File: config.mk
export PLATFORM = sky130hd
export DESIGN_NAME = vsh_top
export DESIGN_NICKNAME = d
export VERILOG_FILES = /design/src/rtl/vsh_pkg.sv /design/src/rtl/vsh_mode_regs.sv /design/src/rtl/vsh_status_core.sv /design/src/rtl/vsh_hv_reader.sv /design/src/rtl/vsh_top.sv
export SDC_FILE = /design/constraint.sdc
export NUM_CORES = 1
export LEC_CHECK = 0
export BUFFER_PORTS_ARGS = -buffer_cell sky130_fd_sc_hd__clkbuf_2
export CAP_MARGIN = 30
export CORE_MARGIN = 5
export CORE_UTILIZATION = 30
export CTS_CLUSTER_SIZE = 24
export DETAILED_ROUTE_END_ITERATION = 10
export PLACE_DENSITY_LB_ADDON = 0.2
export SETUP_SLACK_MARGIN = 0.15
export SYNTH_ARGS = -nofsm -noshare
export SYNTH_HDL_FRONTEND = slang
export SYNTH_SLANG_ARGS = --single-unit
File: constraint.sdc
create_clock -name clk -period 1.3 [get_ports clk]
set_input_delay 0.13 -clock clk [delete_from_list [all_inputs] [get_ports clk]]
set_output_delay 0.13 -clock clk [all_outputs]
set_load 0.02 [all_outputs]
File: src/rtl/vsh_pkg.sv
package vsh_pkg;

    localparam logic [4:0] IDX_CTRL0  = 5'd0;
    localparam logic [4:0] IDX_CTRL1  = 5'd1;
    localparam logic [4:0] IDX_MODE12 = 5'd12;

    localparam int BIT_LATCH_EN = 1;
    localparam int BIT_DISP_EN  = 6;

    localparam logic [7:0] HI_RESET = 8'h02;

    typedef struct packed {
        logic odd;
        logic vblank;
        logic hblank;
        logic dma;
        logic pal;
    } live_t;

    typedef struct packed {
        logic [7:0] bus_hi;
        logic       vint;
        logic       ovf;
        logic       coll;
    } hold_t;

    typedef struct packed {
        logic disp_en;
        logic hlatch_en;
        logic im2;
    } mode_t;

    function automatic logic [15:0] pack_status(hold_t h, live_t l, logic disp_en);
        return {h.bus_hi, h.vint, h.ovf, h.coll, l.odd,
                l.vblank | ~disp_en, l.hblank, l.dma, l.pal};
    endfunction

    function automatic logic [7:0] fold_v(logic [8:0] v, logic im2);
        return im2 ? {v[7:1], v[8]} : v[7:0];
    endfunction

endpackage

File: src/rtl/vsh_mode_regs.sv
module vsh_mode_regs
    import vsh_pkg::*;
#(
    parameter int IDX_W  = 5,
    parameter int DATA_W = 8
) (
    input  logic              clk,
    input  logic              rst,
    input  logic              we,
    input  logic [IDX_W-1:0]  idx,
    input  logic [DATA_W-1:0] wdata,
    output mode_t             mode,
    output logic              release_lat
);

    mode_t mode_q;

    assign release_lat = we && (idx == IDX_W'(IDX_CTRL0)) && !wdata[BIT_LATCH_EN];
    assign mode = mode_q;

    always_ff @(posedge clk) begin
        if (rst) begin
            mode_q <= '0;
        end else if (we) begin
            if (idx == IDX_W'(IDX_CTRL0))  mode_q.hlatch_en <= wdata[BIT_LATCH_EN];
            if (idx == IDX_W'(IDX_CTRL1))  mode_q.disp_en   <= wdata[BIT_DISP_EN];
            if (idx == IDX_W'(IDX_MODE12)) mode_q.im2       <= wdata[2] & wdata[1];
        end
    end

    p_other_idx_r12: assert property (@(posedge clk) disable iff (rst)
        (we && idx != IDX_W'(IDX_CTRL0) && idx != IDX_W'(IDX_CTRL1)
            && idx != IDX_W'(IDX_MODE12)) |=> $stable(mode_q));

endmodule

File: src/rtl/vsh_status_core.sv
module vsh_status_core
    import vsh_pkg::*;
(
    input  logic        clk,
    input  logic        rst,
    input  logic        rd,
    input  logic        coll_evt,
    input  logic        ovf_evt,
    input  logic        vint_evt,
    input  live_t       live,
    input  logic        disp_en,
    input  logic        cmd_set,
    input  logic        cmd_clr,
    output logic [15:0] status,
    output logic        pending
);

    hold_t hold_q, hold_d;
    logic  pend_q;

    always_comb begin
        hold_d = hold_q;
        if (rd) begin
            hold_d.bus_hi = ~hold_q.bus_hi;
            hold_d.coll   = coll_evt;
            hold_d.ovf    = ovf_evt;
            hold_d.vint   = (live.vblank & hold_q.vint) | vint_evt;
        end else begin
            hold_d.coll = hold_q.coll | coll_evt;
            hold_d.ovf  = hold_q.ovf  | ovf_evt;
            hold_d.vint = hold_q.vint | vint_evt;
        end
    end

    always_ff @(posedge clk) begin
        if (rst) begin
            hold_q <= '{bus_hi: HI_RESET, vint: 1'b0, ovf: 1'b0, coll: 1'b0};
            pend_q <= 1'b0;
        end else begin
            hold_q <= hold_d;
            if (rd)           pend_q <= 1'b0;
            else if (cmd_set) pend_q <= 1'b1;
            else if (cmd_clr) pend_q <= 1'b0;
        end
    end

    assign status  = pack_status(hold_q, live, disp_en);
    assign pending = pend_q;

    p_hi_toggle_r3: assert property (@(posedge clk) disable iff (rst)
        rd |=> status[15:8] == ~$past(status[15:8]));
    p_hi_hold_r3: assert property (@(posedge clk) disable iff (rst)
        !rd |=> $stable(status[15:8]));
    p_spr_clear_r3: assert property (@(posedge clk) disable iff (rst)
        (rd && !coll_evt && !ovf_evt) |=> (status[6:5] == 2'b00));
    p_vint_keep_r4: assert property (@(posedge clk) disable iff (rst)
        (rd && live.vblank && status[7]) |=> status[7]);
    p_vint_clear_r4: assert property (@(posedge clk) disable iff (rst)
        (rd && !live.vblank && !vint_evt) |=> !status[7]);
    p_evt_wins_r7: assert property (@(posedge clk) disable iff (rst)
        (rd && vint_evt) |=> status[7]);
    p_pend_clear_r6: assert property (@(posedge clk) disable iff (rst)
        rd |=> !pending);

endmodule

File: src/rtl/vsh_hv_reader.sv
module vsh_hv_reader
    import vsh_pkg::*;
#(
    parameter int H_W = 8,
    parameter int V_W = 9
) (
    input  logic           clk,
    input  logic           rst,
    input  logic [H_W-1:0] hpos,
    input  logic [V_W-1:0] vpos,
    input  logic           strobe,
    input  logic           latch_en,
    input  logic           release_lat,
    input  logic           im2,
    output logic [15:0]    hv
);

    localparam int BYTE_W = 8;

    logic              held_q;
    logic [BYTE_W-1:0] lat_q;
    logic [BYTE_W-1:0] h_byte;
    logic [BYTE_W-1:0] v_byte;

    always_ff @(posedge clk) begin
        if (rst) begin
            held_q <= 1'b0;
            lat_q  <= '0;
        end else if (release_lat) begin
            held_q <= 1'b0;
        end else if (strobe && latch_en) begin
            held_q <= 1'b1;
            lat_q  <= hpos[BYTE_W-1:0];
        end
    end

    assign h_byte = held_q ? lat_q : hpos[BYTE_W-1:0];
    assign v_byte = fold_v(vpos[8:0], im2);
    assign hv     = {v_byte, h_byte};

    p_latch_stable_r9: assert property (@(posedge clk) disable iff (rst)
        (held_q && !strobe && !release_lat) |=> (held_q && $stable(lat_q)));
    p_strobe_ignored_r9: assert property (@(posedge clk) disable iff (rst)
        (!held_q && !latch_en) |=> !held_q);
    p_release_r10: assert property (@(posedge clk) disable iff (rst)
        release_lat |=> !held_q);

endmodule

File: src/rtl/vsh_top.sv
module vsh_top
    import vsh_pkg::*;
#(
    parameter int H_W = 8,
    parameter int V_W = 9
) (
    input  logic           clk,
    input  logic           rst,
    input  logic           stat_rd,
    output logic [15:0]    stat_word,
    input  logic           spr_hit_evt,
    input  logic           spr_many_evt,
    input  logic           vint_evt,
    input  logic           dma_active,
    input  logic           hblank,
    input  logic           vblank,
    input  logic           odd_field,
    input  logic           pal_mode,
    input  logic           cmd_first,
    input  logic           cmd_second,
    output logic           cmd_pending,
    input  logic           mode_we,
    input  logic [4:0]     mode_idx,
    input  logic [7:0]     mode_wdata,
    input  logic [H_W-1:0] hpos,
    input  logic [V_W-1:0] vpos,
    input  logic           hlatch_stb,
    output logic [15:0]    hv_word
);

    mode_t mode;
    logic  release_lat;
    live_t live;

    assign live = '{odd: odd_field, vblank: vblank, hblank: hblank,
                    dma: dma_active, pal: pal_mode};

    vsh_mode_regs #(.IDX_W(5), .DATA_W(8)) u_mode (
        .clk(clk), .rst(rst), .we(mode_we), .idx(mode_idx), .wdata(mode_wdata),
        .mode(mode), .release_lat(release_lat)
    );

    vsh_status_core u_stat (
        .clk(clk), .rst(rst), .rd(stat_rd),
        .coll_evt(spr_hit_evt), .ovf_evt(spr_many_evt), .vint_evt(vint_evt),
        .live(live), .disp_en(mode.disp_en),
        .cmd_set(cmd_first), .cmd_clr(cmd_second),
        .status(stat_word), .pending(cmd_pending)
    );

    vsh_hv_reader #(.H_W(H_W), .V_W(V_W)) u_hv (
        .clk(clk), .rst(rst), .hpos(hpos), .vpos(vpos), .strobe(hlatch_stb),
        .latch_en(mode.hlatch_en), .release_lat(release_lat), .im2(mode.im2),
        .hv(hv_word)
    );

    p_disp_force_r5: assert property (@(posedge clk) disable iff (rst)
        !mode.disp_en |-> stat_word[3]);

endmodule

After elaboration in Yosys (flattened, before gate mapping)
Cells that the tools add are included.

cells by class
  equal/unequal tests = 2
  muxes and demuxes = 5
  bitwise operators = 10
  reduce and logical (&&, ||, !) cells = 12

operator list
  cell                                                  number
  two-way mux 8 bit                                     1
  inverter 8 bit                                        1
  AND reduction 2 bit                                   4
  equality test 5 x 1 -> 1 bit (second input constant)  1
  equality test 5 x 4 -> 1 bit (second input constant)  1
  zero test 5 bit                                       1
  bitwise OR 1 bit                                      5
  OR reduction 2 bit                                    2
  logical AND 1 bit                                     3
  two-way mux 1 bit                                     3
  two-way mux 3 bit                                     1
  AND 1 bit                                             2
  inverter 1 bit                                        2
  nonzero test 2 bit                                    1
  zero test 1 bit                                       1

storage, ports and cells
  flip-flop bits (word level) = 24
  input port bits = 45
  output and inout bits = 33

Logic depth before layout (Yosys ltp)
  depth in word-level cells = 5
  mapped depth = 4
  mapped depth without buffers = 3

Modules after synthesis
A second synthesis with hierarchy kept.

second synthesis, totals
  cells, all modules = 122
  area, all modules = 1188.6 um^2

modules (own cells, without submodules)
  module           times used  cells an instance  area an instance (um^2)
  vsh_hv_reader    1           55                 553.0
  vsh_status_core  1           47                 469.2
  vsh_mode_regs    1           20                 166.4

Worst setup path after synthesis
OpenSTA, ideal clock, no wires.

  path type = input-to-reg
  from = input mode_idx[3]
  to = register u_hv.lat_q[0]
  arrival time = 1256 ps
  data required time = 1181 ps
  setup slack = -75 ps
  stages on the path = 4
  path buffers = 1
  path through = or4b_4 > o311a_1 > buf_6 > mux2i_1

on the way
  cells in the longest elaborated chain, start to end = 5

ends and longest elaborated chain
  element                         line                 RTL
  start, declared                 vsh_top.sv:23        input logic [4:0] mode_idx,
  zero test 5 bit                 vsh_mode_regs.sv:18  assign release_lat = we && (idx == IDX_W'(IDX_CTRL0)) && !wdata[BIT_LATCH_EN];
  logical AND 1 bit (2 in a row)  vsh_mode_regs.sv:18
  inverter 1 bit (no line)        -
  AND reduction 2 bit (no line)   -
  end signal, assigned            vsh_hv_reader.sv:33  lat_q <= hpos[BYTE_W-1:0];
  end, declared                   vsh_hv_reader.sv:21  logic [BYTE_W-1:0] lat_q;

Every way passes these cells.
A chain may end at the register's enable or synchronous reset.

Worst setup path after layout
  from = register u_hv.held_q
  to = output hv_word[0]

on the way
  cells in the longest elaborated chain, start to end = 1

ends and longest elaborated chain
  element                 line                 RTL
  start, declared         vsh_hv_reader.sv:20  logic held_q;
  start signal, assigned  vsh_hv_reader.sv:27  held_q <= 1'b0;
  start signal, assigned  vsh_hv_reader.sv:30  held_q <= 1'b0;
  start signal, assigned  vsh_hv_reader.sv:32  held_q <= 1'b1;
  two-way mux 8 bit       vsh_hv_reader.sv:37  assign h_byte = held_q ? lat_q : hpos[BYTE_W-1:0];
  end, declared           vsh_top.sv:28        output logic [15:0] hv_word

Every way passes these cells.

==> results.ini <==
[outcome]
outcome = finished with violations
violations = setup timing

[logic_synthesis]
synth_seq_cells = 24
yosysTopAreaCell = dfxtp_1
synth.top_cells.by_count = dfxtp_1, nand2b_1, buf_4
synth_top_area_share_pct = 41.3
synth.area.top_cells = dfxtp_1, nand2b_1, mux2_2
syn-num-nets = 168
synth_edf_count = 0
async_flop_share_pct = 0
synthCells = 123
ys_warn_count = 0
synth_ff_type = dfxtp_1
yosysMostFrequentCell = dfxtp_1
synth_area_per_cell_um2 = 9.46
synthDistinctLibCells = 22
ys_seq_area_share_pct = 41.3
syn_area_mm2 = 0.00116

[global_route]
grt_pass1_wl_mm = 4.42
antenna_found_initial = 0
grtUsageTotal_pct = 10.6
gr-total-overflow = 0
grt_max_degree = 33
grt_pass1_vias = 1002

[power]
clockPowerShare_pct = 30.6
p_seq_share_pct = 48.8
cellInternalPower_mw = 1.21
p_per_area_mw_per_mm2 = 996
p_sw_mw = 0.412
p_comb_share_pct = 20.6
p_leak_nw = 0.712
irDropWorstVdd_mv = 0.485
p_sw_share_pct = 25.4

[setup_path]
cpPeakStageDelay_ns = 0.38
critical_path_class = register to primary output
cpMaxStageDelayCell = dfxtp_4
crit_required_ns = 1.17
arrival_ns = 1.21
crit_buf_inv = 2
crit_path_end_kind = primary output
cp_max_fo = 7
critPathTopFamily = flip-flops
worstSetupStartpointType = register
path_cells = buf_12, mux2_4, buf_8

[job]
maxCapViolations = 0

[floorplan]
io_pins = 78
die_area_mm2 = 0.00522
rows = 22
die_h_um = 72.3
core_area_mm2 = 0.00372
floorplan.initialDensity_pct = 31.3
fp.dieW_um = 72.3

[hold_path]
min_path_type = input port to register

[route]
wl_per_cell_um = 12.7
initialDrtViolationCount = 30
drt_wl_total_mm = 2.74
drc_errors = 0
ant_nets = 0
via_per_inst = 4.49
firstDrtPassIters = 3
vias = 965

[finish]
finalCoreUtilization_pct = 43.8
fin_nets = 213
final_area_mm2 = 0.00163
final_layout_size_suffix_gt1_share_pct = 44.9
syn_to_final_growth_pct = 39.9
n_antenna_cell = 0

[place]
gp_congestion = 0.717
port_buffers = 50
placed_area_mm2 = 0.00143
pre_cts_slack_ns = -0.272
dp_hpwl_mm = 2.06

[sta]
max_freq_mhz = 747
tns_ns = -0.250
period_minus_slack_ns = 1.34
rsz0062_at_grt = true
hold_viol = 0
slew_headroom_pct = 64.7
setup_ws_ns = -0.0393
finalSetupViolations = 7
slew_violations = 0
skew_ns = 0.00192
worstMarginPinSlew_ns = 0.529
timing.final.crit_share_pct = 103

[clocking]
numClockSinks = 24
clkLatencyLatePin_ns = 0.26
cts_htree_levels = 1
path_clk_slew_ns = 0.08
cts_tree = yes
cts_setup_buffers = 0
cts_buffers = 3
root_buffer = clkbuf_8
ctsHoldBuffers = 0
clock_path_buffers = 2

-- stage by stage --
stage / hold WS, ns / total power [mW] / cells
finish: 0.0811 / 1.62 / 215
detailed placement: 0.260 / 1.10 / 211
global route: 0.0810 / 1.70 / 215
global placement: 0.260 / 1.09 / 211
CTS: 0.0811 / 1.63 / 215
floorplan: 0.247 / 1.02 / 123
-- routing by layer --
layer / GRT usage [%] / vias to the layer above / wire length, um
met3: 3.05 / 2 / 209
met4: 2.51 / 0 / 9
met2: 18.8 / 33 / 1400
met1: 12.4 / 446 / 1110
li1: - / 484 / -
met5: 0 / - / 0
-- cell type report --
class	count	area, um2
clock buffer	4	55.1
fill	374	2090
inverter	3	11.3
multi-input combinational	79	604
sequential	24	485
tap	48	60.1
timing repair buffer	57	412
-- timing repair --
| action | 4_1_cts | 5_1_grt |
|---|---|---|
| cloned | 0 | 0 |
| resized for setup | 32 | 10 |
| endpoints found under the setup margin | 17 | 17 |
-- state kept, by name, indices dropped and copies added, names as in the netlist --
register        cells
u_hv.held_q         1
u_hv.lat_q          8
u_stat.status      11
u_mode.mode         3
u_stat.pending      1
-- logic make-up (layout without fill, tap and decap cells) --
group | count (synthesis) | count (layout) | synth area share [%]
AOI/OAI and AO/OA | 13 | 13 | 6.24
xor gates and xnor gates | 8 | 8 | 6.02
and+or+nand+nor | 41 | 41 | 20.2
buffers and inverters | 20 | 64 | 10.6
DFF | 24 | 24 | 41.3
muxes | 17 | 17 | 15.6
-- path summary, 6_finish.rpt --
kind,cells after the start,slack (ns),from,end
setup / recovery,3,-0.04,u_hv.held_q,hv_word[0]
hold / removal,3,0.08,spr_hit_evt,u_stat.status[5]
setup reg to reg,2,0.33,u_mode.mode[1],u_hv.lat_q[4]
hold reg to reg,2,0.47,u_hv.lat_q[2],u_hv.lat_q[2]
-- power by group through the flow --
stage	Combinational, mW	Clock [mW]	Sequential (mW)
floorplan	0.174	0	0.849
global placement	0.286	0	0.808
detailed placement	0.291	0	0.810
CTS	0.325	0.513	0.792
global route	0.361	0.542	0.798
finish	0.333	0.496	0.792
-- cell usage in the layout (no fill, tap or decap), types with 2 or more instances in the layout --
| cell | instances |
|---|---|
| clkbuf_2 | 40 |
| dfxtp_1 | 22 |
| nand2b_1 | 20 |
| nor2_1 | 10 |
| mux2_4 | 9 |
| buf_8 | 9 |
| mux2i_1 | 8 |
| xnor2_1 | 8 |
| a21oi_1 | 8 |
| buf_4 | 6 |
| clkbuf_8 | 4 |
| o21ai_0 | 3 |
| inv_1 | 3 |
| nor3_1 | 3 |
| nand2_1 | 2 |
-- worst min-delay path: cells and delay by family --
kind	cells	cell delay, ns
simple gates	1	0.07
buf+inv	1	0.08
compound gates	1	0.03
Power figures use the tool's default switching activity.
